**src/rtl/tick_irq_pkg.sv**
```systemverilog
package tick_irq_pkg;
  localparam int MODE_W = 3;

  function automatic logic mode_single(input logic [MODE_W-1:0] m);
    return (m == 3'd1) || (m == 3'd4);
  endfunction

  function automatic logic mode_repeat(input logic [MODE_W-1:0] m);
    return (m == 3'd2) || (m == 3'd3);
  endfunction
endpackage

```
**src/rtl/tick_gate.sv**
```systemverilog
module tick_gate
  import tick_irq_pkg::*;
(
  input  logic              clk,
  input  logic              rst_n,
  input  logic              expire,
  input  logic              reload,
  input  logic [MODE_W-1:0] mode,
  output logic              tick_ok
);
  logic armed_q, armed_d, armed_en;

  always_comb begin
    tick_ok  = expire && (mode_repeat(mode) || (mode_single(mode) && armed_q));
    armed_d  = armed_q;
    armed_en = 1'b0;
    if (reload) begin
      armed_d  = 1'b1;
      armed_en = 1'b1;
    end else if (tick_ok && mode_single(mode)) begin
      armed_d  = 1'b0;
      armed_en = 1'b1;
    end
  end

  always_ff @(posedge clk or negedge rst_n) begin
    if (!rst_n)        armed_q <= 1'b1;
    else if (armed_en) armed_q <= armed_d;
  end
endmodule

```
**src/rtl/pend_counter.sv**
```systemverilog
module pend_counter #(
  parameter int CNT_W = 8
) (
  input  logic             clk,
  input  logic             rst_n,
  input  logic             tick,
  input  logic             ack,
  input  logic             clear,
  input  logic             reinject_en,
  output logic [CNT_W-1:0] cnt
);
  localparam logic [CNT_W-1:0] CNT_MAX = {CNT_W{1'b1}};
  localparam logic [CNT_W-1:0] CNT_ONE = {{(CNT_W-1){1'b0}}, 1'b1};

  logic [CNT_W-1:0] cnt_q, cnt_d;
  logic             cnt_en, dec;

  always_comb begin
    cnt_d  = cnt_q;
    cnt_en = clear || tick || ack;
    dec    = ack && (cnt_q != '0);
    if (clear) begin
      cnt_d = '0;
    end else begin
      if (tick && !dec)      cnt_d = (cnt_q == CNT_MAX) ? CNT_MAX : cnt_q + CNT_ONE;
      else if (!tick && dec) cnt_d = cnt_q - CNT_ONE;
      if (tick && !reinject_en && (cnt_d > CNT_ONE)) cnt_d = CNT_ONE;
    end
  end

  always_ff @(posedge clk or negedge rst_n) begin
    if (!rst_n)      cnt_q <= '0;
    else if (cnt_en) cnt_q <= cnt_d;
  end

  assign cnt = cnt_q;
endmodule

```
**src/rtl/irq_issuer.sv**
```systemverilog
module irq_issuer (
  input  logic clk,
  input  logic rst_n,
  input  logic owed,
  input  logic ack,
  input  logic clear,
  output logic gate_open,
  output logic irq
);
  logic open_q, open_d, irq_q, issue;

  always_comb begin
    issue  = open_q && owed && !clear;
    open_d = open_q;
    if (clear)      open_d = 1'b1;
    else if (issue) open_d = 1'b0;
    else if (ack)   open_d = 1'b1;
  end

  always_ff @(posedge clk or negedge rst_n) begin
    if (!rst_n) begin
      open_q <= 1'b1;
      irq_q  <= 1'b0;
    end else begin
      open_q <= open_d;
      irq_q  <= issue;
    end
  end

  assign gate_open = open_q;
  assign irq       = irq_q;
endmodule

```
**src/rtl/tick_irq_tracker.sv**
```systemverilog
module tick_irq_tracker
  import tick_irq_pkg::*;
#(
  parameter int CNT_W = 8
) (
  input  logic              clk,
  input  logic              rst_n,
  input  logic              expire,
  input  logic              irq_ack,
  input  logic              unmask,
  input  logic              reload,
  input  logic              reinject_en,
  input  logic [MODE_W-1:0] mode,
  output logic              irq_req,
  output logic              pend_flag
);
  logic             rst_s1, rst_sn;
  logic             tick_ok, clear, gate_open;
  logic [CNT_W-1:0] pend_cnt;

  always_ff @(posedge clk or negedge rst_n) begin
    if (!rst_n) begin
      rst_s1 <= 1'b0;
      rst_sn <= 1'b0;
    end else begin
      rst_s1 <= 1'b1;
      rst_sn <= rst_s1;
    end
  end

  assign clear = reload || unmask;

  tick_gate u_gate (
    .clk(clk), .rst_n(rst_sn), .expire(expire), .reload(reload),
    .mode(mode), .tick_ok(tick_ok)
  );

  pend_counter #(.CNT_W(CNT_W)) u_cnt (
    .clk(clk), .rst_n(rst_sn), .tick(tick_ok), .ack(irq_ack),
    .clear(clear), .reinject_en(reinject_en), .cnt(pend_cnt)
  );

  irq_issuer u_iss (
    .clk(clk), .rst_n(rst_sn), .owed(pend_cnt != '0), .ack(irq_ack),
    .clear(clear), .gate_open(gate_open), .irq(irq_req)
  );

  assign pend_flag = (pend_cnt != '0);
endmodule

```
**config.mk**
```make
export PLATFORM = sky130hd
export DESIGN_NAME = tick_irq_tracker
export DESIGN_NICKNAME = d
export VERILOG_FILES = /design/src/rtl/tick_irq_pkg.sv /design/src/rtl/tick_gate.sv /design/src/rtl/pend_counter.sv /design/src/rtl/irq_issuer.sv /design/src/rtl/tick_irq_tracker.sv
export SDC_FILE = /design/constraint.sdc
export NUM_CORES = 1
export LEC_CHECK = 0
export CORE_MARGIN = 8
export CORE_UTILIZATION = 53
export DETAILED_ROUTE_END_ITERATION = 6
export GPL_TIMING_DRIVEN = 0
export PLACE_DENSITY_LB_ADDON = 0.2
export SLEW_MARGIN = 20
export SYNTH_ARGS = -nofsm -noshare
export SYNTH_HDL_FRONTEND = slang
export SYNTH_SLANG_ARGS = --single-unit
```
**constraint.sdc**
```tcl
create_clock -name clk -period 1.7 [get_ports clk]
set_input_delay 0.34 -clock clk [delete_from_list [all_inputs] [get_ports clk]]
set_output_delay 0.34 -clock clk [all_outputs]
set_load 0.01 [all_outputs]
```
==> qor.csv, run 1 <==
stage;metric;value;unit
synthesis;yosysTopAreaCellShare;24.12;%
sta;min_period_over_period;138.4;%
drt;vias;1297;
drt;postRouteAntennaNets;0;
floorplan;core_area;2127;µm²
clocking;clock_latency;0.27;ns
grt;grt_max_degree;12;
drt;detail_route.wirelength;4315;µm
finish;drive_above_1_share;55.62;%
setup_path;crit_type;reg -> reg;
sta;clock_skew;0.006122;ns
synthesis;postSynthCellCount;121;
finish;nFillCells;106;
setup_path;reg2reg_slack;-0.65;ns
clocking;htree_levels;1;
sta;worst_slack;-0.6520;ns
run;cap_violations;0;
placed_design;place.gp.congestion;0.9058;
synthesis;async_reset_ff_share;100.0;%
pwr;combinationalPowerShare;44.7;%
pwr;finalPower;0.9473;mW
clocking;clock_path_buffers;2;
synthesis;ys_warn_count;0;
sta;fmax;0.4252;GHz
clocking;clockRootBuffer;clkbuf_4;
synthesis;seq_area_frac_synth;28.73;%
synthesis;synth_top_cell_by_area;dfrtp_1;
clocking;cts_tree;done;
drt;wl_per_cell;21.90;µm
sta;fin_tns_setup;-4.148;ns
floorplan;die_h;62.40;µm
sta;period_minus_slack;2.352;ns
setup_path;worstPathRequired;1.85;ns
grt;overflow;0;
setup_path;cp-start-kind;flop;
hold_path;holdCritPathClass;reg -> async;
synthesis;ys_seq_elements;13;
floorplan;core.rowCount;17;
synthesis;yosys_most_used_dff;dfrtp_1;
pwr;p_int;0.6275;mW
floorplan;die_w;62.40;µm
clocking;ctsHoldBuffers;0;
outcome;outcome;finished with violations;
placed_design;io_buffers;11;
finish;nNetsFinal;183;
synthesis;synth_edf_count;0;
sta;rsz0062_at_grt;true;
setup_path;timing.rr.start;u_cnt.cnt[0];
pwr;pwr-share-clk;19.9;%
synthesis;postSynthAreaPerCell;9.431;µm²
floorplan;dieArea;3894;µm²
finish;syn_to_final_growth;57.02;%
outcome;violations;setup timing;
setup_path;slowest_stage;dfrtp_2;
sta;setup_viol;9;
setup_path;slowest_delay;0.40;ns
setup_path;critical_path_buf_inv_count;2;
grt;antenna_found_initial;0;
clocking;clock_sinks;13;
grt;grt_first_pass_wirelength;5692;µm
synthesis;synth_area_leaders;dfrtp_1 24%, nand2_1 4.9%, dfstp_2 4.6%;
floorplan;pin_count;12;
clocking;cts-buffers-inserted;3;
placed_design;dp_hpwl;2007;µm
setup_path;crit_arrival;2.50;ns
sta;hold_viol_final;0;
drt;dr.pass1.iters;5;
pwr;ir_drop;0.6510;mV
pwr;power_frac_seq;35.4;%
pwr;p_sw;0.3198;mW
pwr;power_leakage;0.7373;nW
drt;drt_iter0_drc;110;
setup_path;path_cells;inv_2 -> ha_4 -> nor3b_4 -> buf_4 -> a21boi_4 -> nand3_2 -> o22a_1 -> mux2_4 -> nor3_4 -> a31oi_1;
setup_path;end_kind;flop;
pwr;power.density;528.7;nW/µm²
sta;slew_violations;0;
synthesis;synth_cell_type_count;53;
drt;drc;0;
synthesis;syn_area;1141;µm²
setup_path;ff2ff_path_depth;10;
finish;n_antenna_cell;0;
floorplan;start_util;53.65;%
grt;gr-usage-all-layers;17.64;%
setup_path;reg2reg_to;u_cnt.cnt[0];
setup_path;path_max_fanout;4;
pwr;swShare;33.76;%
synthesis;syn-num-nets;134;
setup_path;crit_family;compound AO/OA/AOI/OAI gates;
drt;via_per_inst;6.584;
grt;grt_pass1_vias;1190;
clocking;cts.clk_slew.worst_paths;0.08;ns
==> logic make-up after synthesis <==
logic type / Yosys count / share of synthesized area (%)
adders and majority gates: 3 / 3.290
and+or+nand+nor: 60 / 33.33
DFF: 13 / 28.73
other: 1 / 0.3286
muxes: 3 / 3.289
buffers and inverters: 6 / 4.715
xor gates and xnor gates: 3 / 2.303
AOI/OAI and AO/OA: 32 / 24.02
==> state kept, by name, indices dropped and copies added (netlist names) <==
| signal | flops |
|---|---|
| rst_sn | 1 |
| rst_s1 | 1 |
| u_iss.gate_open | 1 |
| u_cnt.cnt | 8 |
| u_gate.armed_q | 1 |
| u_iss.irq | 1 |
==> placed cells by master, fill, tap and decap left out, types with 2 or more instances in the layout <==
cell and n:
buf_4 26, nand2_1 11, dlygate4sd2_1 5, nand2b_4 2
xnor2_1 2, nand2_2 2, nand3_2 3, nand4_1 2
inv_2 2, dfrtp_2 3, dfrtp_1 8, a21oi_1 5
a31oi_1 3, dfstp_2 2, clkbuf_1 2, nor2_1 10
mux2_4 3, a22oi_2 4, o211ai_1 2, a21oi_2 2
or2_2 2, buf_6 9, nor2_2 3, nor4_4 4
clkbuf_4 3, clkdlybuf4s50_1 5, and4_4 3, o21ai_0 2
and4_1 3
==> power by group through the flow <==
stage                     Sequential (mW)  Combinational, mW  Clock [mW]
after floorplan                     0.339              0.164           0
after global placement              0.342              0.230           0
after detailed placement            0.343              0.234           0
after CTS                           0.334              0.311       0.190
after global routing                0.337              0.436       0.207
final                               0.335              0.424       0.188
==> cells in the mapped netlist, drive strengths merged (4+ instances only) <==
cell / n
a22oi: 5
nand2: 15
a21oi: 7
nor2: 13
and4: 6
o21ai: 4
dfrtp: 11
nor4: 4
nand3: 5
==> metal layers <==
layer	up-vias	GRT usage [%]	share of wire, %
met2	109	29.37	47
met1	612	20.21	38
met5	-	0	0
li1	548	-	-
met3	28	3.943	11
met4	0	10.26	3.8
==> worst max-delay path by stage <==
stage                   endpoint  slack (ns)  depth (start not counted)          from
floorplan           u_cnt.cnt[0]       -0.39                          9  u_cnt.cnt[0]
global placement    u_cnt.cnt[0]       -0.85                          8       mode[0]
detailed placement  u_cnt.cnt[0]       -0.89                          8       mode[0]
CTS                 u_cnt.cnt[0]       -0.50                          9  u_cnt.cnt[0]
global route        u_cnt.cnt[0]       -0.67                         10  u_cnt.cnt[0]
finish              u_cnt.cnt[0]       -0.65                         10  u_cnt.cnt[0]
==> worst reg2reg max path, stage by stage, from the launching register on <==
cell	delay (ns)
dfrtp_2	0.40
inv_2	0.06
ha_4	0.15
nor3b_4	0.15
buf_4	0.16
a21boi_4	0.23
nand3_2	0.15
o22a_1	0.25
mux2_4	0.33
nor3_4	0.22
a31oi_1	0.12
==> area by class of cell <==
| class | count | area (µm²) | share of cell area (%) |
|---|---|---|---|
| inverter | 2 | 7.507 | 0.4190 |
| timing repair buffer | 44 | 372.9 | 20.81 |
| clock buffer | 4 | 26.28 | 1.466 |
| tap | 28 | 35.03 | 1.955 |
| multi-input combinational | 102 | 972.2 | 54.26 |
| sequential | 13 | 331.6 | 18.51 |
| buffer | 4 | 46.29 | 2.584 |
==> repair_timing <==
item	4_1_cts	5_1_grt
endpoints found under the setup margin	9	9
pin swaps	17	18
resized for setup	33	22
setup buffers	18	18
gates cloned	0	1
==> stage by stage <==
step           hold WS [ns]  setup WS, ns  instances  util [%]  cell area, µm²
2_1_floorplan       0.04441       -0.3925        121         -            1170
3_3_place_gp         0.1796       -0.8465        160     61.82            1315
3_5_place_dp         0.1875       -0.8928        160     61.82            1315
4_1_cts              0.1914       -0.4972        181     73.71            1568
5_1_grt              0.2210       -0.6737        197     84.24            1792
6_report             0.1762       -0.6520        197     84.24            1792
Power figures use the tool's default switching activity.
==> inputs of run 2 (changes only) <==
--- a/config.mk
+++ b/config.mk
@@ -8,9 +8,11 @@
 export CORE_MARGIN = 8
 export CORE_UTILIZATION = 53
 export DETAILED_ROUTE_END_ITERATION = 6
+export DONT_BUFFER_PORTS = 1
 export GPL_TIMING_DRIVEN = 0
 export PLACE_DENSITY_LB_ADDON = 0.2
 export SLEW_MARGIN = 20
 export SYNTH_ARGS = -nofsm -noshare
 export SYNTH_HDL_FRONTEND = slang
+export SYNTH_HIERARCHICAL = 1
 export SYNTH_SLANG_ARGS = --single-unit
==> constraint.sdc (replaced) <==
create_clock -name clk -period 2.3 [get_ports clk]
set_input_delay 0.46 -clock clk [delete_from_list [all_inputs] [get_ports clk]]
set_output_delay 0.46 -clock clk [all_outputs]
set_load 0.01 [all_outputs]
==> run 2 against run 1 <==
Effect of this change: the run still ends with setup timing left; maximum frequency down 3.4%; global-route usage down 2.3 points; power down 35%; clock power decreased by 30%; count of clock-buffer cells in the layout unchanged; combinational power decreased by 45%; non-clock buffer count is 36 lower; critical path depth down 1.
==> qor.csv, run 2 <==
stage;metric;value;unit;change
outcome;outcome;finished with violations;;unchanged
outcome;violations;setup timing;;unchanged
floorplan;pin_count;12;;unchanged
sta;rsz0062_at_grt;true;;unchanged
synthesis;ys_seq_elements;13;;unchanged
finish;n_antenna_cell;0;;unchanged
setup_path;reg2reg_to;u_cnt/cnt[0];;was u_cnt.cnt[0]
setup_path;crit_type;reg -> reg;;unchanged
setup_path;end_kind;flop;;unchanged
grt;grt_pass1_vias;1067;;was 1190
synthesis;postSynthAreaPerCell;8.749;µm²;was 9.431 µm²
finish;final_cell_mix;10 x nand2_1, 9 x dfrtp_1, 8 x nor2_1, 8 x a21oi_1;;was 26 x buf_4, 11 x nand2_1, 10 x nor2_1
hold_path;holdCritPathClass;reg -> async;;unchanged
sta;slew_violations;0;;unchanged
drt;vias;1185;;was 1297
floorplan;die_h;63.56;µm;was 62.40 µm
drt;wl_per_cell;18.01;µm;was 21.90 µm
finish;utilization;62.00;%;was 84.24%
synthesis;yosysTopAreaCellShare;22.96;%;was 24.12%
pwr;power_leakage;0.5303;nW;was 0.7373 nW
setup_path;path_max_fanout;4;;unchanged
drt;detail_route.wirelength;3134;µm;was 4315 µm
floorplan;die_w;63.56;µm;was 62.40 µm
sta;period_minus_slack;2.434;ns;was 2.352 ns
run;cap_violations;0;;unchanged
sta;setup_viol;1;;was 9
clocking;clock_path_buffers;2;;unchanged
clocking;htree_levels;1;;unchanged
sta;worst_slack;-0.1337;ns;was -0.6520 ns
clocking;cts_tree;done;;unchanged
pwr;finalPower;0.6192;mW;was 0.9473 mW
sta;fmax;0.4109;GHz;was 0.4252 GHz
finish;final_common_cell;nand2_1;;was buf_4
clocking;clock_latency;0.27;ns;about the same
placed_design;pre_cts_slack;-0.2384;ns;was -0.8928 ns
synthesis;synth_area_leaders;dfrtp_1 23%, dfstp_2 4.4%, a21oi_1 3.8%;;was dfrtp_1 24%, nand2_1 4.9%, dfstp_2 4.6%
placed_design;io_buffers;0;;was 11
setup_path;ff2ff_path_depth;9;;was 10
grt;antenna_found_initial;0;;unchanged
finish;syn_to_final_growth;12.21;%;was 57.02%
synthesis;yosys_most_used_dff;dfrtp_1;;unchanged
sta;relSlewSlack;55.11;%;
clocking;clock_sinks;13;;unchanged
grt;grt_max_degree;12;;unchanged
floorplan;dieArea;4039;µm²;was 3894 µm²
placed_design;dp_hpwl;2315;µm;was 2007 µm
drt;drt_iter0_drc;82;;was 110
drt;via_per_inst;6.810;;was 6.584
sta;min_period_over_period;105.8;%;was 138.4%
grt;grt_first_pass_wirelength;5175;µm;was 5692 µm
synthesis;synth_edf_count;0;;unchanged
synthesis;synth_cell_type_count;60;;was 53
clocking;clockRootBuffer;clkbuf_4;;unchanged
drt;postRouteAntennaNets;0;;unchanged
floorplan;core_area;2170;µm²;was 2127 µm²
synthesis;synth_top_cell_by_area;dfrtp_1;;unchanged
finish;drive_above_1_share;27.40;%;was 55.62%
placed_design;place.gp.congestion;0.9786;;was 0.9058
clocking;cts-buffers-inserted;3;;unchanged
synthesis;async_reset_ff_share;100.0;%;unchanged
sta;hold_viol_final;0;;unchanged
finish;nNetsFinal;160;;was 183
drt;dr.pass1.iters;4;;was 5
floorplan;start_util;55.25;%;was 53.65%
synthesis;netlist_top_cells_count;11 x dfrtp_1, 10 x nand2_1, 9 x a21oi_1;;was 15 x nand2_1, 13 x nor2_1, 11 x dfrtp_1
sta;clock_skew;0.001394;ns;was 0.006122 ns
synthesis;yosysMostFrequentCell;dfrtp_1;;was nand2_1
finish;largest_register_ffs;8;;unchanged
synthesis;ys_warn_count;6;;was 0
grt;gr-usage-all-layers;15.37;%;was 17.64%
floorplan;core.rowCount;17;;unchanged
setup_path;reg2reg_slack;-0.13;ns;was -0.65 ns
setup_path;cp-start-kind;flop;;unchanged
synthesis;syn_area;1199;µm²;was 1141 µm²
synthesis;postSynthCellCount;137;;was 121
setup_path;worstPathRequired;2.44;ns;was 1.85 ns
pwr;power.density;460.3;nW/µm²;was 528.7 nW/µm²
pwr;ir_drop;0.5677;mV;was 0.6510 mV
drt;drc;0;;unchanged
sta;tightest_slew;0.6682;ns;
grt;overflow;0;;unchanged
setup_path;timing.rr.start;u_gate/armed_q;;was u_cnt.cnt[0]
synthesis;seq_area_frac_synth;27.35;%;was 28.73%
clocking;cts.clk_slew.worst_paths;0.07;ns;was 0.08 ns
synthesis;syn-num-nets;150;;was 134
setup_path;crit_arrival;2.57;ns;was 2.50 ns
run 2: changes by cell type in the layout (fill, tap and decap cells not counted), sizes merged, moves of 4 or more:
cell,before,now
dlygate4sd2,5,0
buf,37,10
o21ai,4,8
and4,6,0
inv,2,6
nor2,13,8
nand2,15,10
clkdlybuf4s50,5,0
run 2: critical path, cell delays in order, from the launching register on:
cell and delay, ns:
dfstp_2 0.54, and4bb_2 0.23, o2bb2ai_2 0.13, buf_6 0.13
nor4b_4 0.22, a21oi_2 0.14, o311ai_1 0.29, o311ai_1 0.20
nor4_1 0.29, a211oi_1 0.13
run 2: worst max path at each step:
stage	startpoint	end	slack (ns)	cells after the start
2_1_floorplan	mode[0]	u_cnt/cnt[0]	0.05	9
3_3_place_gp	mode[0]	u_cnt/cnt[0]	-0.23	9
3_5_place_dp	u_gate/armed_q	u_cnt/cnt[0]	-0.24	9
4_1_cts	u_gate/armed_q	u_cnt/cnt[0]	-0.07	8
5_1_grt	u_gate/armed_q	u_cnt/cnt[0]	-0.19	8
6_report	u_gate/armed_q	u_cnt/cnt[0]	-0.13	9
run 2: final cells by class:
cell class | count | area, µm²
Buffer | 7 | 63.81
Clock buffer | 4 | 26.28
Fill cell | 210 | 824.5
Inverter | 6 | 22.52
Multi-Input combinational cell | 111 | 827.0
Sequential cell | 13 | 330.3
Tap cell | 28 | 35.03
Timing Repair Buffer | 5 | 40.04
run 2: power by group:
part           switching, mW  internal (mW)  total [mW]
registers             0.0146          0.241       0.255
logic                  0.127          0.105       0.232
clock network         0.0645         0.0671       0.132
run 2: per-stage QoR:
stage	instance area, µm²	setup TNS [ns]	cells	hold WS, ns
2_1_floorplan	1199	0	137	0.1325
3_3_place_gp	1234	-0.3772	165	0.1645
3_5_place_dp	1234	-0.4223	165	0.1645
4_1_cts	1339	-0.06764	174	0.1810
5_1_grt	1345	-0.3628	174	0.2109
6_report	1345	-0.1337	174	0.1675
run 2: cells by family after synthesis:
kind of cell    Yosys count  share of synthesized area [%]
flops                    13                          27.35
xor+xnor                  2                          1.462
other cells               1                         0.3129
buf+inv                  13                          6.889
compound gates           45                          27.97
simple gates             60                          32.88
fa+ha+maj                 3                          3.132
run 2: repair_timing:
| action | in CTS | in global routing |
|---|---|---|
| endpoints found under the setup margin | 4 | 5 |
| hold buffers | 1 | 0 |
| hold endpoints to repair | 2 | 0 |
| gates resized for setup | 10 | 3 |
| pin swaps | 5 | 1 |
| setup buffers | 4 | 0 |
| gates cloned | 0 | 0 |
run 2: metal layers:
layer,vias to the layer above,global-route usage [%],wire length (µm)
met5,-,0,0
met4,0,3.621,14
met3,2,3.357,257
met2,61,24.71,1536
met1,574,20.20,1326
li1,548,-,-
==> inputs of run 3 (changes only) <==
--- a/config.mk
+++ b/config.mk
@@ -7,9 +7,11 @@
 export LEC_CHECK = 0
 export CORE_MARGIN = 8
 export CORE_UTILIZATION = 53
+export CTS_BUF_LIST = sky130_fd_sc_hd__clkbuf_8 sky130_fd_sc_hd__clkbuf_16
+export CTS_CLUSTER_DIAMETER = 50
 export DETAILED_ROUTE_END_ITERATION = 6
 export DONT_BUFFER_PORTS = 1
-export GPL_TIMING_DRIVEN = 0
+export GPL_TIMING_DRIVEN = 1
 export PLACE_DENSITY_LB_ADDON = 0.2
 export SLEW_MARGIN = 20
 export SYNTH_ARGS = -nofsm -noshare
==> run 3 against run 2 <==
Effect of this change: the run still ends with setup timing left; die area did not move; clock power rose by 54%; register-to-register slack improved by 0.08 ns; sequential power barely moved; sequential share of layout area fell by 2.0 points; final area rose by 7.9%; global-route usage rose by 1.6 points; largest cell class unchanged; routed wire length rose by 7.6%; combinational power rose by 18%; hold slack improved by 0.0073 ns; cell count rose by 5.2%.
==> qor.csv, run 3 (synthesized netlist as in run 2, its figures left out) <==
stage;metric;value;unit;change
clocking;clock_path_buffers;2;;unchanged
setup_path;path_max_fanout;5;;was 4
placed_design;pre_cts_slack;-0.1316;ns;was -0.2384 ns
grt;gr-usage-all-layers;17.00;%;was 15.37%
floorplan;core_area;2170;µm²;unchanged
setup_path;worstPathRequired;2.41;ns;was 2.44 ns
setup_path;crit_type;reg -> reg;;unchanged
drt;vias;1196;;was 1185
run;cap_violations;0;;unchanged
sta;fmax;0.4253;GHz;was 0.4109 GHz
setup_path;end_kind;flop;;unchanged
placed_design;dp_hpwl;2457;µm;was 2315 µm
finish;final_cell_mix;20 x buf_4, 11 x dfrtp_1, 10 x nand2_1;;was 10 x nand2_1, 9 x dfrtp_1, 8 x nor2_1, 8 x a21oi_1
placed_design;place.gp.congestion;0.9804;;was 0.9786
finish;syn_to_final_growth;21.09;%;was 12.21%
finish;n_antenna_cell;0;;unchanged
setup_path;crit_arrival;2.46;ns;was 2.57 ns
sta;min_period_over_period;102.2;%;was 105.8%
clocking;cts-buffers-inserted;3;;unchanged
sta;slew_violations;0;;unchanged
sta;period_minus_slack;2.351;ns;was 2.434 ns
finish;largest_register_ffs;8;;unchanged
drt;detail_route.wirelength;3372;µm;was 3134 µm
floorplan;core.rowCount;17;;unchanged
clocking;clockRootBuffer;clkbuf_8;;was clkbuf_4
grt;grt_max_degree;12;;unchanged
outcome;violations;setup timing;;unchanged
finish;final_common_cell;buf_4;;was nand2_1
drt;wl_per_cell;18.43;µm;was 18.01 µm
drt;dr.pass1.iters;4;;unchanged
finish;drive_above_1_share;32.90;%;was 27.40%
sta;clock_skew;0.004376;ns;was 0.001394 ns
sta;hold_viol_final;0;;unchanged
finish;final_area;1451;µm²;was 1345 µm²
hold_path;holdCritPathClass;reg -> async;;unchanged
clocking;clock_sinks;13;;unchanged
drt;postRouteAntennaNets;0;;unchanged
grt;antenna_found_initial;0;;unchanged
setup_path;cp-start-kind;flop;;unchanged
pwr;ir_drop;0.7558;mV;was 0.5677 mV
pwr;power_leakage;0.5866;nW;was 0.5303 nW
floorplan;pin_count;12;;unchanged
clocking;htree_levels;1;;unchanged
sta;worst_slack;-0.05131;ns;was -0.1337 ns
drt;via_per_inst;6.536;;was 6.810
placed_design;io_buffers;0;;unchanged
floorplan;dieArea;4039;µm²;unchanged
floorplan;die_h;63.56;µm;unchanged
grt;grt_first_pass_wirelength;5713;µm;was 5175 µm
drt;drc;0;;unchanged
clocking;clock_latency;0.24;ns;was 0.27 ns
floorplan;start_util;55.25;%;unchanged
clocking;cts.clk_slew.worst_paths;0.06;ns;was 0.07 ns
pwr;power.density;502.8;nW/µm²;was 460.3 nW/µm²
floorplan;die_w;63.56;µm;unchanged
grt;overflow;0;;unchanged
sta;setup_viol;1;;unchanged
grt;grt_pass1_vias;1216;;was 1067
finish;area.sequential;327.8;µm²;was 330.3 µm²
placed_design;place_area;1316;µm²;was 1234 µm²
finish;multi_input_area;859.6;µm²;was 827.0 µm²
pwr;finalPower;0.7297;mW;was 0.6192 mW
clocking;cts_tree;done;;unchanged
finish;nNetsFinal;169;;was 160
drt;drt_iter0_drc;79;;was 82
sta;rsz0062_at_grt;true;;unchanged
outcome;outcome;finished with violations;;unchanged
finish;nFillCells;179;;was 210
-- run 3: changes by cell type in the layout (fill, tap and decap cells not counted), sizes merged --
cell / change
clkinv: +1
clkbuf: -1
buf: +10
clkdlybuf4s25: -1
-- run 3: metrics by stage --
stage               cells  util [%]  TNS (ns)  hold slack, ns
finish                183     66.90  -0.05131          0.1749
global route          183     66.90   -0.1514          0.2311
CTS                   182     65.80         0          0.1936
detailed placement    177     60.67   -0.1316          0.1645
global placement      177     60.67  -0.06693          0.1645
floorplan             137         -         0          0.1325
-- run 3: worst max-delay path, stage by stage, from the launching register on --
cell and delay, ns:
dfstp_2 0.54, and4bb_2 0.23, o2bb2ai_2 0.15, nor4b_4 0.27, a21oi_2 0.14, o311ai_1 0.27
o311ai_1 0.20, nor4_2 0.29, a211oi_2 0.12
-- run 3: layout make-up --
cell class | count | share of cell area, %
multi-input combinational | 111 | 59.22
sequential | 13 | 22.59
timing repair buffer | 21 | 11.03
clock buffer | 3 | 2.845
tap | 28 | 2.414
inverter | 6 | 1.552
clock inverter | 1 | 0.3448
-- run 3: final timing paths --
path	start	endpoint	slack, ns	depth (start not counted)
setup / recovery	u_gate/armed_q	u_cnt/cnt[0]	-0.05	8
hold / removal	rst_sn	u_cnt/cnt[0]	0.17	0
setup reg to reg	u_gate/armed_q	u_cnt/cnt[0]	-0.05	8
hold reg to reg	rst_sn	u_cnt/cnt[0]	0.17	0
max in group asynchronous	rst_n	rst_s1	1.70	1
min in group clk	reload	u_gate/armed_q	0.33	2
-- run 3: timing repair --
| item | in CTS | in global routing |
|---|---|---|
| hold buffers | 1 | 0 |
| hold endpoints to repair | 2 | 0 |
| gates resized for setup | 9 | 4 |
| pin swaps | 3 | 1 |
| endpoints found under the setup margin | 1 | 4 |
| buffers inserted | 0 | 1 |
-- run 3: layer usage --
layer	GRT usage, %	vias to the layer above	part of all wire [%]
li1	-	565	-
met1	21.57	554	42
met2	28.39	71	47
met3	3.887	6	9.6
met4	3.621	0	1.4
met5	0	-	0
-- run 3: where the power goes --
part / switching, mW / internal [mW] / total, mW
combinational: 0.143 / 0.129 / 0.273
sequential: 0.0137 / 0.241 / 0.254
clock: 0.0831 / 0.120 / 0.203
